**config.mk**
```make
export PLATFORM = sky130hd
export DESIGN_NAME = boot_start_sel
export DESIGN_NICKNAME = d
export VERILOG_FILES = /design/src/rtl/boot_sel_pkg.sv /design/src/rtl/bsel_sync.sv /design/src/rtl/bsel_decide.sv /design/src/rtl/bsel_clkmode.sv /design/src/rtl/boot_start_sel.sv
export SDC_FILE = /design/constraint.sdc
export NUM_CORES = 1
export LEC_CHECK = 0
export ABC_AREA = 1
export BUFFER_PORTS_ARGS = -buffer_cell sky130_fd_sc_hd__buf_2
export CORE_AREA = 2 2 39 41
export CTS_CLUSTER_DIAMETER = 30
export DETAILED_ROUTE_END_ITERATION = 12
export DIE_AREA = 0 0 41 43
export HOLD_SLACK_MARGIN = 0.06
export PLACE_DENSITY = 0.55
export SYNTH_ARGS = -nofsm -noshare
export SYNTH_HDL_FRONTEND = slang
export SYNTH_SLANG_ARGS = --single-unit
```
**constraint.sdc**
```tcl
create_clock -name clk -period 1 [get_ports clk]
set_clock_uncertainty 0.1 [all_clocks]
set_input_delay 0.1 -clock clk [delete_from_list [all_inputs] [get_ports clk]]
set_output_delay 0.1 -clock clk [all_outputs]
set_load 0.03 [all_outputs]
```
**src/rtl/boot_sel_pkg.sv**
```systemverilog
package boot_sel_pkg;

   localparam int STRAP_W = 3;

   typedef struct packed {
      logic fetch_strobe;
      logic ext_access;
      logic addr_latch;
   } strap_t;

   // Force pattern: strobe low, external access high, address latch high.
   function automatic logic strap_forces(input strap_t s);
      return (~s.fetch_strobe) & s.ext_access & s.addr_latch;
   endfunction

endpackage

```
**src/rtl/bsel_sync.sv**
```systemverilog
module bsel_sync #(
   parameter int W      = 3,
   parameter int STAGES = 2
) (
   input  logic         clk,
   input  logic [W-1:0] d_in,
   output logic [W-1:0] d_out
);
   localparam int LAST = STAGES - 1;

   logic [W-1:0] stg [STAGES];

   always_ff @(posedge clk) stg[0] <= d_in;

   generate
      for (genvar i = 1; i < STAGES; i++) begin : g_stage
         always_ff @(posedge clk) stg[i] <= stg[i-1];
      end
   endgenerate

   assign d_out = stg[LAST];
endmodule

```
**src/rtl/bsel_decide.sv**
```systemverilog
module bsel_decide
   import boot_sel_pkg::*;
#(
   parameter int STATUS_W = 8,
   parameter bit FORCE_EN = 1'b1
) (
   input  logic                clk,
   input  logic                rst_in,
   input  logic [STATUS_W-1:0] status,
   input  strap_t              straps_s,
   output logic                valid_o,
   output logic                loader_o
);
   logic rst_q;
   logic release_edge;
   logic force_hit;
   logic want_loader;

   generate
      if (FORCE_EN) begin : g_force
         assign force_hit = strap_forces(straps_s);
      end else begin : g_noforce
         assign force_hit = 1'b0;
      end
   endgenerate

   assign release_edge = rst_q & ~rst_in;
   assign want_loader  = (|status) | force_hit;

   always_ff @(posedge clk) begin
      rst_q <= rst_in;
      if (rst_in) begin
         valid_o  <= 1'b0;
         loader_o <= 1'b0;
      end else if (release_edge) begin
         valid_o  <= 1'b1;
         loader_o <= want_loader;
      end
   end
endmodule

```
**src/rtl/bsel_clkmode.sv**
```systemverilog
module bsel_clkmode #(
   parameter bit REGISTERED = 1'b1
) (
   input  logic clk,
   input  logic rst_in,
   input  logic override_i,
   input  logic sw_bit_i,
   output logic clk6_o
);
   logic mode_next;

   assign mode_next = override_i | sw_bit_i;

   generate
      if (REGISTERED) begin : g_reg
         logic mode_q;
         always_ff @(posedge clk) begin
            if (rst_in) mode_q <= 1'b0;
            else        mode_q <= mode_next;
         end
         assign clk6_o = mode_q;
      end else begin : g_comb
         assign clk6_o = mode_next;
      end
   endgenerate
endmodule

```
**src/rtl/boot_start_sel.sv**
```systemverilog
module boot_start_sel
   import boot_sel_pkg::*;
#(
   parameter int STATUS_W       = 8,
   parameter int SYNC_STAGES    = 2,
   parameter bit STRAP_FORCE_EN = 1'b1,
   parameter bit CLK_MODE_REG   = 1'b1
) (
   input  logic                clk,
   input  logic                rst_in,
   input  logic [STATUS_W-1:0] nv_boot_status,
   input  logic                strap_fetch_strobe,
   input  logic                strap_ext_access,
   input  logic                strap_addr_latch,
   input  logic                nv_clk_override,
   input  logic                sw_clk_double,
   output logic                boot_valid,
   output logic                boot_loader_sel,
   output logic                clk6_mode
);
   generate
      if (STATUS_W < 1) begin : g_bad_width
         $error("boot_start_sel: STATUS_W must be at least 1");
      end
      if (SYNC_STAGES < 2) begin : g_bad_sync
         $error("boot_start_sel: SYNC_STAGES must be at least 2");
      end
   endgenerate

   strap_t strap_raw;
   strap_t strap_s;
   logic [STRAP_W-1:0] strap_s_vec;

   assign strap_raw = '{fetch_strobe: strap_fetch_strobe,
                        ext_access:   strap_ext_access,
                        addr_latch:   strap_addr_latch};

   bsel_sync #(.W(STRAP_W), .STAGES(SYNC_STAGES)) u_sync (
      .clk   (clk),
      .d_in  (strap_raw),
      .d_out (strap_s_vec)
   );
   assign strap_s = strap_t'(strap_s_vec);

   bsel_decide #(.STATUS_W(STATUS_W), .FORCE_EN(STRAP_FORCE_EN)) u_decide (
      .clk      (clk),
      .rst_in   (rst_in),
      .status   (nv_boot_status),
      .straps_s (strap_s),
      .valid_o  (boot_valid),
      .loader_o (boot_loader_sel)
   );

   bsel_clkmode #(.REGISTERED(CLK_MODE_REG)) u_clk (
      .clk        (clk),
      .rst_in     (rst_in),
      .override_i (nv_clk_override),
      .sw_bit_i   (sw_clk_double),
      .clk6_o     (clk6_mode)
   );
endmodule

```
Yosys cells after proc, flatten, opt, wreduce, memory -nomap -nowiden
Memory sizes are Yosys's and may differ from the RTL's.
Cells that the tools add are included.
- flip-flop bits (word level): 4
- bits in latches: 0
- memory bits (writable): 6
- bits in read-only memories: 0
- input port bits: 15
- output and inout port bits: 3
- logic and storage cells: 13
- memories: 1
- memory list (memory ; words ; width ; rd ports ; clocked after memory_dff ; write ports ; RTL line ; source):
    u_sync.stg ; 2 ; 3 ; 2 ; 0 ; 2 ; bsel_sync.sv:11 ; logic [W-1:0] stg [STAGES];
- $add $sub $neg: 0
- multipliers: 0
- divide/modulo/power cells: 0
- magnitude comparators: 0
- equal/unequal tests: 0
- shifts and indexed selects: 0
- mux-type cells: 0
- bitwise logic cells: 7
- reduce and logical (&&, ||, !) cells: 1
- operators with widths (operator ; number):
    OR reduction 8 bit ; 1
    bitwise AND 1 bit ; 3
    inverter 1 bit ; 2
    bitwise OR 1 bit ; 2

Depth between registers and ports, before layout
Gate-level depths: netlist of the first run.
- word-level depth: 4
- depth in mapped cells: 4
- depth with buffers taken out: 4

Cells and area by module
From an unflattened synthesis of the first run, not the netlist that was laid out.
- cells, all modules: 31
- area total of the unflattened synthesis: 295.3 um^2
- modules (own cells, without submodules) (module ; times used ; cells each ; area an instance (um^2) ; sequential area each (um^2)):
    bsel_sync ; 1 ; 9 ; 142.6 ; 120.1
    bsel_decide ; 1 ; 19 ; 125.1 ; 60.1
    bsel_clkmode ; 1 ; 3 ; 27.5 ; 20.0

Worst setup path before layout of the first run
Ideal clock, no wire load.
- kind: flip-flop to flip-flop
- start point: reg, netlist name u_decide.loader_o
- end point: reg u_decide.loader_o
- setup time: 0.066 ns
- arrival time: 0.733 ns
- required time: 0.834 ns
- path slack: 0.101 ns
- cell stages (with the launch flop): 3
- path buffers: 0
- period minus slack after synthesis: 0.899 ns
- path through: dfxtp_1 o21ai_0 a21oi_2
- RTL lines (what ; RTL line ; source):
    to (signal assigned) ; bsel_decide.sv:37 ; loader_o <= want_loader;
    to (decl) ; bsel_decide.sv:12 ; output logic loader_o

Worst setup path after layout of the first run
- start point: reg u_clk.g_reg.mode_q (netlist: u_clk.clk6_o)
- end point: out clk6_mode
- RTL lines (what ; RTL line ; source):
    from (decl) ; bsel_clkmode.sv:16 ; logic mode_q;
    from (signal assigned) ; bsel_clkmode.sv:19 ; else mode_q <= mode_next;
    to (decl) ; boot_start_sel.sv:19 ; output logic clk6_mode
No word-level cell between the ends.

==> flow_summary.ini, run 1 <==
[status]
status = completed

[placement]
gp_congestion = 0.578
io_buffers = 17
postPlaceCellArea_um2 = 384
dp_slack_ns = 0.170

[finish]
design_area_um2 = 495
final_layout_size_suffix_gt1_frac = 0.446
fin_nets = 72
finish.utilization = 0.358
diodes = 0
area_delta_synth_final_pct = 77.6

[clock_network]
cts_buffer_depth = 2
clk_pin_slew_ns = 0.06
cts_sinks = 10
cts_htree_levels = 1
root_buffer = clkbuf_4
cts_tree = built
numCtsBuffers = 3
clk_latency_ns = 0.25
cts_setup_buffers = 0

[floorplan]
initial_core_util = 0.202
core_area_mm2 = 0.00138
pin_count = 18
rows = 14
die_h_um = 43
die_x_um = 41
die_area_mm2 = 0.00176

[drt]
drtIter0Drc = 1
wl_per_cell_um = 7.49
routed_wl_um = 539
vias = 267
drc = 0
via_per_inst = 3.71
first_pass_iters = 2
drtAntennaViolNets = 0

[yosys]
synthDistinctLibCells = 8
yosysWarnings = 0
ys.flop_type = dfxtp_1
ys_seq_elements = 10
yosysSeqAreaShare = 0.717
synth_area_per_cell_um2 = 9.96
async_flop_share = 0
synth_nets = 43
synth_common_cells = dfxtp_1, nor2_1, nand2_1
synthTopCellsByArea = dfxtp_1, nor2_1, nand2_1, a21oi_2, nand2_2
synth_edf_count = 0
yosysTopAreaCellShare = 0.717
synth.largest_area_cell = dfxtp_1
syn_inst = 28
syn_area_um2 = 279

[grt]
grt_pass1_wl_um = 848
antenna_found_initial = 0
grtUsageTotal = 0.0807
grt_pass1_vias = 233
overflow = 0
grt_max_degree = 7

[critical_path]
r2r_cells = 3
ff2ff_setup_slack_ns = 0.17
crit_buf_inv = 1
crit_family = flip-flops
startpoint_type = flop
regToRegStartpoint = u_decide.rst_q
critPathMaxStageDelay_ns = 0.31
arrival_ns = 0.75
critPathKind = reg -> out
crit_required_ns = 0.80
cp_max_fo = 1
r2r-end = u_decide.loader_o
end_kind = output port
slowest_stage = dfxtp_1
crit_chain = buf_2
cp.depth = 1

[sta]
worst_slack_ns = 0.0531
period_needed_ns = 0.947
rsz0062_at_grt = false
timing.slew.headroom = 0.846
setup_tns_ns = 0
timing.final.crit_share = 0.947
drv_slew = 0
final-hold-violation-count = 0
worst_slew_pin_slew_ns = 0.229
max_freq_mhz = 1060
setup_viol = 0

[power]
ir_drop_mv = 0.704
power_density_mw_per_mm2 = 1770
p_leak_uw = 0.000237

[run]
cap_violations = 0

[worst_hold_path]
hold_path.startpoint = nv_boot_status[2]
min_path_type = in -> reg
hold_path_depth = 5
holdPathEnd = u_decide.loader_o
## layout by cell type, fill, tap and decap left out
master	instances
clkbuf_8	1
buf_4	2
nand2_1	3
dlygate4sd3_1	7
inv_2	1
o21ai_0	1
a21oi_2	1
nor2_2	1
buf_2	15
nand2_2	1
nor2_1	10
clkbuf_4	3
dfxtp_1	10
## worst max-delay path by stage
stage / start / to / slack, ns
6_report: u_clk.clk6_o / clk6_mode / 0.05
5_1_grt: u_decide.loader_o / boot_loader_sel / 0.02
4_1_cts: u_decide.loader_o / boot_loader_sel / 0.004
3_5_place_dp: u_decide.rst_q / u_decide.loader_o / 0.17
3_3_place_gp: u_decide.rst_q / u_decide.loader_o / 0.22
2_1_floorplan: u_decide.loader_o / u_decide.loader_o / 0.10
## power breakdown
group	internal, uW	switching, uW	leakage, uW	total (uW)
combinational	54.4	41.9	0.000132	96.3
clock	221	131	0.0000210	352
sequential	422	7.61	0.0000843	429
## worst register-to-register path: cells and delay by family (launching register included)
family | cells | cell delay [ns]
DFF | 1 | 0.36
and+or+nand+nor | 2 | 0.19
AOI/OAI and AO/OA | 1 | 0.07
## flip-flops by register name, summed over array words and instances (netlist names)
name / count
u_sync.stg: 6
u_clk.clk6_o: 1
u_decide.loader_o: 1
u_decide.rst_q: 1
u_decide.valid_o: 1
## cells by family (layout without fill, tap and decap cells)
family                 Yosys count  count (layout)  share of synthesized area
and+or+nand+nor                 15              15                      0.220
DFF                             10              10                      0.717
AOI/OAI and AO/OA                2               2                     0.0493
buffers and inverters            1              29                     0.0134
## layout make-up
type,count,area (um2)
sequential,10,200
timing repair buffer,24,160
multi-input combinational,17,75.1
clock buffer,4,36.3
tap,16,20.0
inverter,1,3.75
fill,147,888
## layer usage
| metal | GRT usage | wire (um) | part of all wire |
|---|---|---|---|
| met2 | 0.122 | 290 | 0.54 |
| met1 | 0.0654 | 183 | 0.34 |
| met3 | 0.0471 | 65 | 0.12 |
| met5 | 0 | 0 | 0 |
| met4 | 0.0800 | 0 | 0 |
## per-stage QoR
step                      instances  total power (uW)  hold slack [ns]
after floorplan                  28               473           0.0277
after global placement           61               509            0.103
after detailed placement         61               512            0.104
after CTS                        72               892           0.0763
after global routing             72               921            0.118
final                            72               877           0.0758
## repair_timing
action,4_1_cts,5_1_grt
gates resized for setup,0,4
endpoints found under the setup margin,0,2
hold buffers,7,0
hold endpoints to repair,6,0
Power figures use the tool's default switching activity.
==> inputs of run 2 (changes only) <==
GPL_TIMING_DRIVEN = 0   (was unset)
==> run 2 against run 1 <==
  * Clock power is 29% lower
  * Core utilization is 0.99 points lower
  * Sequential power hardly changed
==> flow_summary.ini, run 2 (synthesis results as in run 1) <==
[clock_network]
numCtsBuffers = 3
cts_sinks = 10
cts_setup_buffers = 0
cts_tree = built
clk_pin_slew_ns = 0.06
cts_htree_levels = 1
root_buffer = clkbuf_4
cts_buffer_depth = 2
clk_latency_ns = 0.25

[power]
ir_drop_mv = 0.570
swShare = 0.207
p_leak_uw = 0.000230
switching_power_uw = 161
power_density_mw_per_mm2 = 1610
p_int_uw = 614
pwr-share-seq = 0.555
combPwrFrac = 0.123
p_clk_frac = 0.321

[placement]
dp_hpwl_um = 375
dp_cells = 61
gp_congestion = 0.562
io_buffers = 17

[finish]
diodes = 0
final_common_cell = buf_2
multi_input_area_um2 = 75.1
fin_nets = 72
largest_reg_flops = 6
area_delta_synth_final_pct = 72.6
nFillCells = 148
final_layout_size_suffix_gt1_frac = 0.436
seq_area_um2 = 200
final_cell_mix = buf_2, nor2_1, dfxtp_1, dlygate4sd3_1
stdcell_count = 71
max_flop_register = u_sync.stg

[worst_hold_path]
hold_path.startpoint = nv_boot_status[2]
min_path_type = in -> reg

[sta]
rsz0062_at_grt = false
setup_viol = 0
timing.slew.headroom = 0.865
max_freq_mhz = 1060
final-hold-violation-count = 0
setup_tns_ns = 0
period_needed_ns = 0.940
timing.final.crit_share = 0.940
drv_slew = 0
worst_slew_pin_slew_ns = 0.200

[drt]
vias = 257
first_pass_iters = 1
drt-met1-wl_um = 216
via_per_inst = 3.62
drc = 0
wl_met2_um = 260
drtIter0Drc = 0
wl_per_cell_um = 7.45
wl_met3_um = 52
top_layer_used = met3
routed_wl_um = 529
drtAntennaViolNets = 0

[critical_path]
crit_chain = buf_4
critPathMaxStageDelay_ns = 0.33
crit_required_ns = 0.80
crit_path_start = u_decide.loader_o
arrival_ns = 0.74
slowest_stage = dfxtp_1
crit_family = flip-flops
crit_buf_inv = 1
cp_max_fo = 2
critPathKind = reg -> out
end_kind = output port
startpoint_type = flop
regToRegStartpoint = u_decide.rst_q

[status]
status = completed

[grt]
overflow = 0
grt_max_degree = 6
grt_pass1_vias = 212
antenna_found_initial = 0
grt_pass1_wl_um = 717
grtUsageTotal = 0.0648

[floorplan]
die_area_mm2 = 0.00176
core_area_mm2 = 0.00138
initial_core_util = 0.202
pin_count = 18
die_x_um = 41
rows = 14
die_h_um = 43

[run]
cap_violations = 0
[run 2: metrics by stage]
step            util  cell area [um2]  power [uW]  hold WS [ns]  worst slack [ns]
6_report       0.348              482         775        0.0754            0.0598
5_1_grt        0.348              482         827        0.0843            0.0173
4_1_cts        0.344              477         791        0.0722           0.00813
3_5_place_dp   0.278              384         512         0.104             0.181
3_3_place_gp   0.278              384         509         0.103             0.201
2_1_floorplan      -              279         473        0.0277             0.101
[run 2: worst min-delay path: stages]
cell	delay (ns)
buf_2	0.08
nor2_1	0.03
nand2_1	0.04
nor2_1	0.04
a21oi_2	0.10
[run 2: what timing repair did]
item	CTS	global route
endpoints found under the hold margin	6	0
gates resized for setup	0	4
hold buffers	7	0
setup endpoints to repair	0	2
[run 2: layout make-up]
cell class / count / share of cell area
Tap cell: 16 / 0.0416
Sequential cell: 10 / 0.416
Inverter: 1 / 0.00779
Clock buffer: 3 / 0.0468
Multi-Input combinational cell: 17 / 0.156
Timing Repair Buffer: 24 / 0.332
[run 2: metal layers]
layer	up-vias	global-route usage
li1	140	-
met1	106	0.0594
met2	11	0.0969
met3	0	0.0314
met4	0	0.0600
met5	-	0
[run 2: worst paths after layout]
kind / end / slack, ns / cells after the start
worst max-delay path: boot_loader_sel / 0.06 / 1
worst max register to register: u_decide.loader_o / 0.18 / 3
worst min-delay path: u_decide.loader_o / 0.08 / 5
worst min register to register: u_sync.stg[0][3] / 0.23 / 0
[run 2: power groups by stage]
stage / Sequential (uW) / Clock (uW) / Combinational, uW
floorplan: 455 / 0 / 17.9
global placement: 438 / 0 / 71.0
detailed placement: 439 / 0 / 72.4
CTS: 430 / 267 / 93.4
global route: 431 / 290 / 105
finish: 430 / 249 / 95.5
